<file path="src/rtl/pwm_tick_pkg.sv">
package pwm_tick_pkg;

    localparam int NUM_GRP = 2;

    function automatic int unsigned clamp_exp(input int unsigned code,
                                              input int unsigned base,
                                              input int unsigned max_exp);
        int unsigned e;
        e = code + base;
        if (e > max_exp) e = max_exp;
        return e;
    endfunction

endpackage

</file>
<file path="src/rtl/pwm_tick_prescale.sv">
module pwm_tick_prescale #(
    parameter int PW = 8
) (
    input  logic          clk,
    input  logic          rst_n,
    input  logic [PW-1:0] scale_in,
    output logic          strobe,
    output logic          restart
);

    typedef struct packed {
        logic [PW-1:0] scale;
        logic [PW-1:0] cnt;
        logic          stb;
    } pre_st_t;

    pre_st_t st_d, st_q;

    assign restart = (scale_in != st_q.scale);

    always_comb begin
        st_d       = st_q;
        st_d.scale = scale_in;
        st_d.stb   = 1'b0;
        if (restart) begin
            st_d.cnt = '0;
        end else if (st_q.cnt == st_q.scale) begin
            st_d.cnt = '0;
            st_d.stb = 1'b1;
        end else begin
            st_d.cnt = st_q.cnt + 1'b1;
        end
    end

    always_ff @(posedge clk) begin
        if (!rst_n) st_q <= '0;
        else        st_q <= st_d;
    end

    assign strobe = st_q.stb;

endmodule

</file>
<file path="src/rtl/pwm_tick_extsync.sv">
module pwm_tick_extsync #(
    parameter int SYNC_W = 2
) (
    input  logic clk,
    input  logic rst_n,
    input  logic async_in,
    output logic pulse
);

    typedef struct packed {
        logic [SYNC_W:0] chain;
    } sync_st_t;

    sync_st_t st_d, st_q;

    always_comb begin
        st_d.chain = {st_q.chain[SYNC_W-1:0], async_in};
    end

    always_ff @(posedge clk) begin
        if (!rst_n) st_q <= '0;
        else        st_q <= st_d;
    end

    assign pulse = st_q.chain[SYNC_W-1] & ~st_q.chain[SYNC_W];

endmodule

</file>
<file path="src/rtl/pwm_tick_divider.sv">
module pwm_tick_divider
    import pwm_tick_pkg::*;
#(
    parameter int              MW       = 4,
    parameter int              DIV_BASE = 0,
    parameter int              MAX_EXP  = 4,
    parameter logic [2**MW-1:0] EXT_MASK = 16'h0020
) (
    input  logic          clk,
    input  logic          rst_n,
    input  logic [MW-1:0] code_in,
    input  logic          pre_stb,
    input  logic          grp_restart,
    input  logic          ext_pulse,
    output logic          tick,
    output logic          is_ext
);

    localparam int CW = (MAX_EXP < 1) ? 1 : MAX_EXP;

    typedef struct packed {
        logic [MW-1:0] code;
        logic [CW-1:0] cnt;
        logic          tick;
    } div_st_t;

    div_st_t     st_d, st_q;
    int unsigned exp_sel;
    logic [CW-1:0] limit;

    assign is_ext = EXT_MASK[st_q.code];

    always_comb begin
        exp_sel = clamp_exp(int'(st_q.code), DIV_BASE, MAX_EXP);
        limit   = CW'((32'd1 << exp_sel) - 32'd1);
    end

    always_comb begin
        st_d      = st_q;
        st_d.code = code_in;
        st_d.tick = 1'b0;
        if ((code_in != st_q.code) || grp_restart) begin
            st_d.cnt = '0;
        end else if (is_ext) begin
            st_d.cnt  = '0;
            st_d.tick = ext_pulse;
        end else if (pre_stb) begin
            if (st_q.cnt == limit) begin
                st_d.cnt  = '0;
                st_d.tick = 1'b1;
            end else begin
                st_d.cnt = st_q.cnt + 1'b1;
            end
        end
    end

    always_ff @(posedge clk) begin
        if (!rst_n) st_q <= '0;
        else        st_q <= st_d;
    end

    assign tick = st_q.tick;

endmodule

</file>
<file path="src/rtl/pwm_tick_gen.sv">
module pwm_tick_gen
    import pwm_tick_pkg::*;
#(
    parameter int               NUM_CH    = 5,
    parameter int               GRP_SPLIT = 2,
    parameter int               PW        = 8,
    parameter int               MW        = 4,
    parameter int               DIV_BASE  = 0,
    parameter int               MAX_EXP   = 4,
    parameter int               SYNC_W    = 2,
    parameter logic [2**MW-1:0] EXT_MASK  = 16'h0020
) (
    input  logic                   clk,
    input  logic                   rst_n,
    input  logic [NUM_GRP*PW-1:0]  pre_cfg,
    input  logic [NUM_CH*MW-1:0]   mux_cfg,
    input  logic [NUM_GRP-1:0]     ext_tick_in,
    output logic [NUM_CH-1:0]      tick
);

    logic [NUM_GRP-1:0] pre_stb;
    logic [NUM_GRP-1:0] grp_restart;
    logic [NUM_GRP-1:0] ext_pulse;
    logic [NUM_CH-1:0]  ch_ext;

    for (genvar g = 0; g < NUM_GRP; g++) begin : g_grp
        pwm_tick_prescale #(.PW(PW)) u_pre (
            .clk      (clk),
            .rst_n    (rst_n),
            .scale_in (pre_cfg[g*PW +: PW]),
            .strobe   (pre_stb[g]),
            .restart  (grp_restart[g])
        );
        pwm_tick_extsync #(.SYNC_W(SYNC_W)) u_sync (
            .clk      (clk),
            .rst_n    (rst_n),
            .async_in (ext_tick_in[g]),
            .pulse    (ext_pulse[g])
        );
    end

    for (genvar c = 0; c < NUM_CH; c++) begin : g_ch
        localparam int GI = (c < GRP_SPLIT) ? 0 : 1;
        pwm_tick_divider #(
            .MW       (MW),
            .DIV_BASE (DIV_BASE),
            .MAX_EXP  (MAX_EXP),
            .EXT_MASK (EXT_MASK)
        ) u_div (
            .clk         (clk),
            .rst_n       (rst_n),
            .code_in     (mux_cfg[c*MW +: MW]),
            .pre_stb     (pre_stb[GI]),
            .grp_restart (grp_restart[GI]),
            .ext_pulse   (ext_pulse[GI]),
            .tick        (tick[c]),
            .is_ext      (ch_ext[c])
        );
    end

endmodule

</file>
<file path="config.mk">
export PLATFORM = sky130hd
export DESIGN_NAME = pwm_tick_gen
export DESIGN_NICKNAME = d
export VERILOG_FILES = /design/src/rtl/pwm_tick_pkg.sv /design/src/rtl/pwm_tick_prescale.sv /design/src/rtl/pwm_tick_extsync.sv /design/src/rtl/pwm_tick_divider.sv /design/src/rtl/pwm_tick_gen.sv
export SDC_FILE = /design/constraint.sdc
export NUM_CORES = 1
export LEC_CHECK = 0
export ABC_AREA = 1
export BUFFER_PORTS_ARGS = -buffer_cell sky130_fd_sc_hd__buf_2
export CAP_MARGIN = 15
export CORE_ASPECT_RATIO = 0.7
export CORE_MARGIN = 10
export CORE_UTILIZATION = 40
export DETAILED_ROUTE_END_ITERATION = 10
export PLACE_DENSITY = 0.6
export REMOVE_ABC_BUFFERS = 1
export SKIP_CTS_REPAIR_TIMING = 1
export SLEW_MARGIN = 5
export SYNTH_ARGS = -nofsm -noshare
export SYNTH_HDL_FRONTEND = slang
export SYNTH_SLANG_ARGS = --single-unit
</file>
<file path="constraint.sdc">
create_clock -name clk -period 1.9 [get_ports clk]
set_input_delay 0.19 -clock clk [delete_from_list [all_inputs] [get_ports clk]]
set_output_delay 0.19 -clock clk [all_outputs]
set_load 0.01 [all_outputs]
</file>
# Yosys cells after proc, flatten, opt, wreduce, memory -nomap -nowiden
# Memory sizes are Yosys's and may differ from the RTL's. A register that Yosys moved wholly into a read port is not among the register bits.
# Cells that the tools add are included.
# word_totals
ff_bits	85
elab_cells	130
memories	5
romBits	80
output_inout_bits	5
in_bits	40
# memory_table
memory	depth	word_bits	read_ports	rd_clocked_by_memory_dff	write_ports	line_no	text
(no name shown)	16	1	1	1	0	pwm_tick_divider.sv:31	assign is_ext = EXT_MASK[st_q.code];
(no name shown)	16	1	1	1	0	pwm_tick_divider.sv:31	
(no name shown)	16	1	1	1	0	pwm_tick_divider.sv:31	
(no name shown)	16	1	1	1	0	pwm_tick_divider.sv:31	
(no name shown)	16	1	1	1	0	pwm_tick_divider.sv:31	
# classes
n_reduce_logical	19
mux	37
eq_ne	14
n_bitwise	5
n_addsub	12
shifts	5
order_cmp	10
# op_table
op	count
two-way mux 4 bit	15
less-than comparator 4 x 5 -> 1 bit, second input constant	5
two-way mux 1 bit	22
OR reduction 3 bit	7
adder 4 x 1 -> 4 bit, second input constant	5
equality test 4 bit	5
> comparator 4 x 3 -> 1 bit, second input constant	5
!= test 4 bit	5
<< shifter 1 x 4 -> 4 bit, first input constant	5
subtractor 4 x 1 -> 4 bit, second input constant	5
adder 8 x 1 -> 8 bit, second input constant	2
equality test 8 bit	2
!= test 8 bit	2
OR reduction 2 bit	7
logical OR 1 bit	5
NOT 1 bit	3
AND 1 bit	2

# Logic depth before layout (Yosys ltp)
# depth
word_depth	8
mapped_depth	14
mapped_depth_nobuf	14

# Modules after synthesis
# A second synthesis with hierarchy kept.
# unflattened
cells_unflattened	778
area_unflattened_um2	5028.6
# by_module_without_submodules
module	instances	seq_area_each_um2	area_per_inst_um2	cells_each
pwm_tick_divider	5	200.2	616.8	96
pwm_tick_prescale	2	340.3	879.6	138
pwm_tick_extsync	2	60.1	92.6	11

# Worst setup path after synthesis
# OpenSTA, ideal clock, no wires.
# synth_timing
kind	register to register
startpoint	register g_ch[4].u_div.st_q[7] (netlist name)
endpoint	register g_ch[4].u_div.st_q[1] (netlist name)
required_time_ns	1.784
n_path_buf	0
arrival_ns	1.500
setup_ns	0.116
stages_incl_launch_ff	14
path_slack_ns	0.285
synth_period_minus_slack_ns	1.615
cell_sequence	dfxtp_1 -> inv_1 -> nand2_1 -> nor2_1 -> nand2_1 -> ha_1 -> nand2_1 -> nand3_1 -> nor2_1 -> nand2_1 -> nor2_1 -> nor2_1 -> nand2_2 -> nor2_1
# synth_between
elab_chain_cells	6
word_cells_on_any_way	9
classes_between	1 x add/sub; 1 x order compare; 2 x eq/ne; 1 x shift; 2 x mux; 2 x reduce/logical
# synth_lines
element	line_no	text
from (decl)	pwm_tick_divider.sv:27	div_st_t st_d, st_q;
from (signal assigned)	pwm_tick_divider.sv:59	else st_q <= st_d;
> comparator 4 x 3 -> 1 bit	pwm_tick_pkg.sv:10	if (e > max_exp) e = max_exp;
two-way mux 4 bit	pwm_tick_pkg.sv:10	
<< shifter 1 x 4 -> 4 bit	pwm_tick_divider.sv:35	limit = CW'((32'd1 << exp_sel) - 32'd1);
subtractor 4 x 1 -> 4 bit	pwm_tick_divider.sv:35	
equality test 4 bit	pwm_tick_divider.sv:48	if (st_q.cnt == limit) begin
two-way mux 4 bit	pwm_tick_divider.sv:48	
# Parallel ways exist; a longest one is shown, timed or not.
# A chain may end at the register's enable or synchronous reset.

# Worst setup path after layout
# layout_timing
startpoint	register g_ch[0].u_div.st_q[7] (netlist name)
endpoint	register g_ch[0].u_div.st_q[4] (netlist name)
# layout_between
elab_chain_cells	6
word_cells_on_any_way	9
classes_between	1 x add/sub; 1 x order compare; 2 x eq/ne; 1 x shift; 2 x mux; 2 x reduce/logical
# layout_lines
element	line_no
from (decl)	pwm_tick_divider.sv:27
from (signal assigned)	pwm_tick_divider.sv:59
> comparator 4 x 3 -> 1 bit	pwm_tick_pkg.sv:10
two-way mux 4 bit	pwm_tick_pkg.sv:10
<< shifter 1 x 4 -> 4 bit	pwm_tick_divider.sv:35
subtractor 4 x 1 -> 4 bit	pwm_tick_divider.sv:35
equality test 4 bit	pwm_tick_divider.sv:48
two-way mux 4 bit	pwm_tick_divider.sv:48
# Parallel ways exist; a longest one is shown, timed or not.

==> flow_metrics.env <==
export IMPL_ys_flop_type="dfxtp_1"
export IMPL_final_nets=778
export IMPL_setup_slack_ns=0.134
export IMPL_cts_sinks=90
export IMPL_start_util_pct=41.8
export IMPL_globalRouteTotalUtil_pct=11.2
export IMPL_fin_cells=884
export IMPL_critPathLaunchType="flop"
export IMPL_clkPwrFrac_pct=46.2
export IMPL_met3WireLength_um=389
export IMPL_async_flop_share_pct=0
export IMPL_p_seq_share_pct=44.7
export IMPL_die_h_um=111
export IMPL_core_um2=11200
export IMPL_grt_pass1_wl_mm=15.7
export IMPL_final_setup_viol_count=0
export IMPL_fin_worst_skew_ns=0.00606
export IMPL_grt_pass1_vias=3669
export IMPL_vias=3886
export IMPL_drtPass1Iterations=5
export IMPL_synth_top_area_share_pct=38.5
export IMPL_root_buffer="clkbuf_16"
export IMPL_p_sw_w=0.000987
export IMPL_outcome="complete, no violations"
export IMPL_drt_wl_total_mm=8.88
export IMPL_drv_slew=0
export IMPL_critPathRequiredTime_ns=2.12
export IMPL_cts_max_level=3
export IMPL_wl_met2_mm=3.92
export IMPL_dp_cells=865
export IMPL_syn_inst=678
export IMPL_cts_buffers=9
export IMPL_whs_ns=0.0373
export IMPL_wire_per_inst_um=10.0
export IMPL_io_pins=45
export IMPL_report_final_hold_viol_count=0
export IMPL_total_power_w=0.00442
export IMPL_yosys_warnings=0
export IMPL_fmax_mhz=566
export IMPL_crit_type="flop to flop"
export IMPL_dp_hpwl_mm=6.99
export IMPL_gp_congestion=0.814
export IMPL_slew_headroom_pct=64.4
export IMPL_synthTopCellsByArea="dfxtp_1 38%, nand2_1 15%, inv_1 11%"
export IMPL_ir_worst_vdd_uv=482
export IMPL_wl_met1_mm=4.46
export IMPL_worst_pin_slew_ns=0.530
export IMPL_port_buffer_count=44
export IMPL_syn_cell_area_um2=4680
export IMPL_power_leakage_nw=2.69
export IMPL_die_area_um2=16500
export IMPL_std_cell_rows=32
export IMPL_die_w_um=149
export IMPL_yosysUniqueCellTypes=31
export IMPL_drc=0
export IMPL_hp_class="input port to flop"
export IMPL_antenna_found_initial=0
export IMPL_p_comb_share_pct=9.1
export IMPL_tritoncts="yes"
export IMPL_grt_overflow=0
export IMPL_worst_ep_arrival_time_ns=1.99
export IMPL_finalCriticalPeriod_ns=1.77
export IMPL_switching_share_pct=22.3
export IMPL_diodes=0
export IMPL_synth_seq_cells=90
export IMPL_period_share_pct=92.9
export IMPL_timing_rr_start="g_ch[0].u_div.st_q[7]"
export IMPL_max_cap_violations=0
export IMPL_seq_area_frac_synth_pct=38.5
export IMPL_startpoint="g_ch[0].u_div.st_q[7]"
export IMPL_place_ws_ns=0.123
export IMPL_clkTransAtPathRegs_ns=0.06
export IMPL_intPower_w=0.00343
export IMPL_area_growth_pct=16.3
export IMPL_drive_gt1_share_pct=13.3
export IMPL_grt_start_max_net_pins=25
export IMPL_clock_path_buffers=2
export IMPL_synth_top_area_cell="dfxtp_1"
export IMPL_synth_area_per_cell_um2=6.90
export IMPL_synth_edff_count=0
export IMPL_post_route_util_pct=48.5
export IMPL_avgViaCountPerCell=4.40
export IMPL_path_max_fanout=3
export IMPL_top_layer="met4"
export IMPL_worst_skew_pair_late_latency_ns=0.33
export IMPL_cp_end_kind="flop"
export IMPL_drtIter0Drc=177
export IMPL_ant_nets=0
export IMPL_power_per_cell_area_nw_per_um2=812
export IMPL_hp_start="ext_tick_in[1]"
[sequential cells by signal (all words and copies together), names as in the netlist]
name                count
g_grp.u_sync.st_q       6
g_ch.u_div.tick         5
g_grp.u_pre.strobe      2
g_grp.u_pre.st_q       32
g_ch.u_div.st_q        40
g_ch.u_div.is_ext       5
[cells in the final DEF (no fill, tap or decap), types with 2 or more instances in the layout]
cell type and instances:
xor2_1 27, nor3_1 10, o21ai_0 5, buf_4 6, clkinv_2 2, o211ai_1 2, clkbuf_16 9, dfxtp_1 89
inv_1 137, nand3_1 34, nand2_1 191, nand4_1 15, nor2_2 11, nor2_1 66, nor3_2 4, bufinv_16 3
a31oi_1 2, nand2_4 2, nand3_2 4, nand2_2 3, nor4b_1 5, xnor2_1 26, a21oi_1 10, ha_1 11
or2_2 2, buf_2 44
[per-stage QoR]
stage,instance area [um^2],TNS [ns]
after floorplan,4600,0
after global placement,5040,0
after detailed placement,5040,0
after CTS,5390,0
after global routing,5440,-0.00220
final,5440,0
[per-layer routing]
| metal | global-route usage, % | up-vias |
|---|---|---|
| met4 | 3.70 | 0 |
| met1 | 13.8 | 1703 |
| met5 | 0 | - |
| met2 | 17.5 | 38 |
| met3 | 3.99 | 9 |
| li1 | - | 2136 |
[power by group through the flow]
stage,clock network [W],logic (W),registers [W]
3_3_place_gp,0,0.000379,0.00202
4_1_cts,0.00210,0.000390,0.00197
5_1_grt,0.00219,0.000469,0.00198
6_report,0.00204,0.000401,0.00198
2_1_floorplan,0,0.000267,0.00201
3_5_place_dp,0,0.000388,0.00202
[cell families (layout without fill, tap and decap cells)]
logic type / count (synthesis) / in the layout / synth area share (%)
AOI/OAI and AO/OA: 20 / 20 / 2.35
xor gates and xnor gates: 53 / 53 / 9.92
adders and majority gates: 12 / 12 / 3.21
buffers and inverters: 151 / 204 / 12.7
DFF: 90 / 90 / 38.5
and+or+nand+nor: 352 / 352 / 33.3
[synthesized netlist by cell type, types with 3 or more instances]
cell type / number
nand4_1: 15
nor4b_1: 5
a21oi_1: 10
dfxtp_1: 90
nor2_2: 5
o21ai_0: 5
nor3_2: 4
nand3_2: 4
nor2_1: 72
nand3_1: 34
buf_4: 6
nand2_1: 192
nor3_1: 10
xor2_1: 27
ha_1: 12
clkbuf_1: 3
buf_2: 4
xnor2_1: 26
inv_1: 137
[critical path, cell delays in order (launching register included)]
cell and delay (ns):
dfxtp_1 0.33, inv_1 0.05, nand2_1 0.07, nor2_2 0.16, nand2_2 0.10, ha_4 0.27
inv_1 0.03, nand2_1 0.05, nand3_1 0.06, nor2_1 0.10, nand2_1 0.07, nor2_2 0.15
nor2_1 0.07, nand2_1 0.10, nor2_1 0.05
[final timing paths]
kind	endpoint	slack, ns	depth (start not counted)
setup / recovery	g_ch[0].u_div.st_q[4]	0.13	14
hold / removal	g_grp[1].u_sync.st_q[0]	0.04	3
setup reg to reg	g_ch[0].u_div.st_q[4]	0.13	14
hold reg to reg	g_grp[1].u_sync.st_q[1]	0.41	2
[layout make-up]
| type | instances | area [um^2] |
|---|---|---|
| fill | 1145 | 5770 |
| multi-input combinational | 437 | 2310 |
| sequential | 90 | 1800 |
| inverter | 138 | 519 |
| timing repair buffer | 50 | 265 |
| clock buffer | 10 | 239 |
| tap | 153 | 191 |
| clock inverter | 6 | 111 |
No activity file was read; power rests on OpenSTA's default activity.
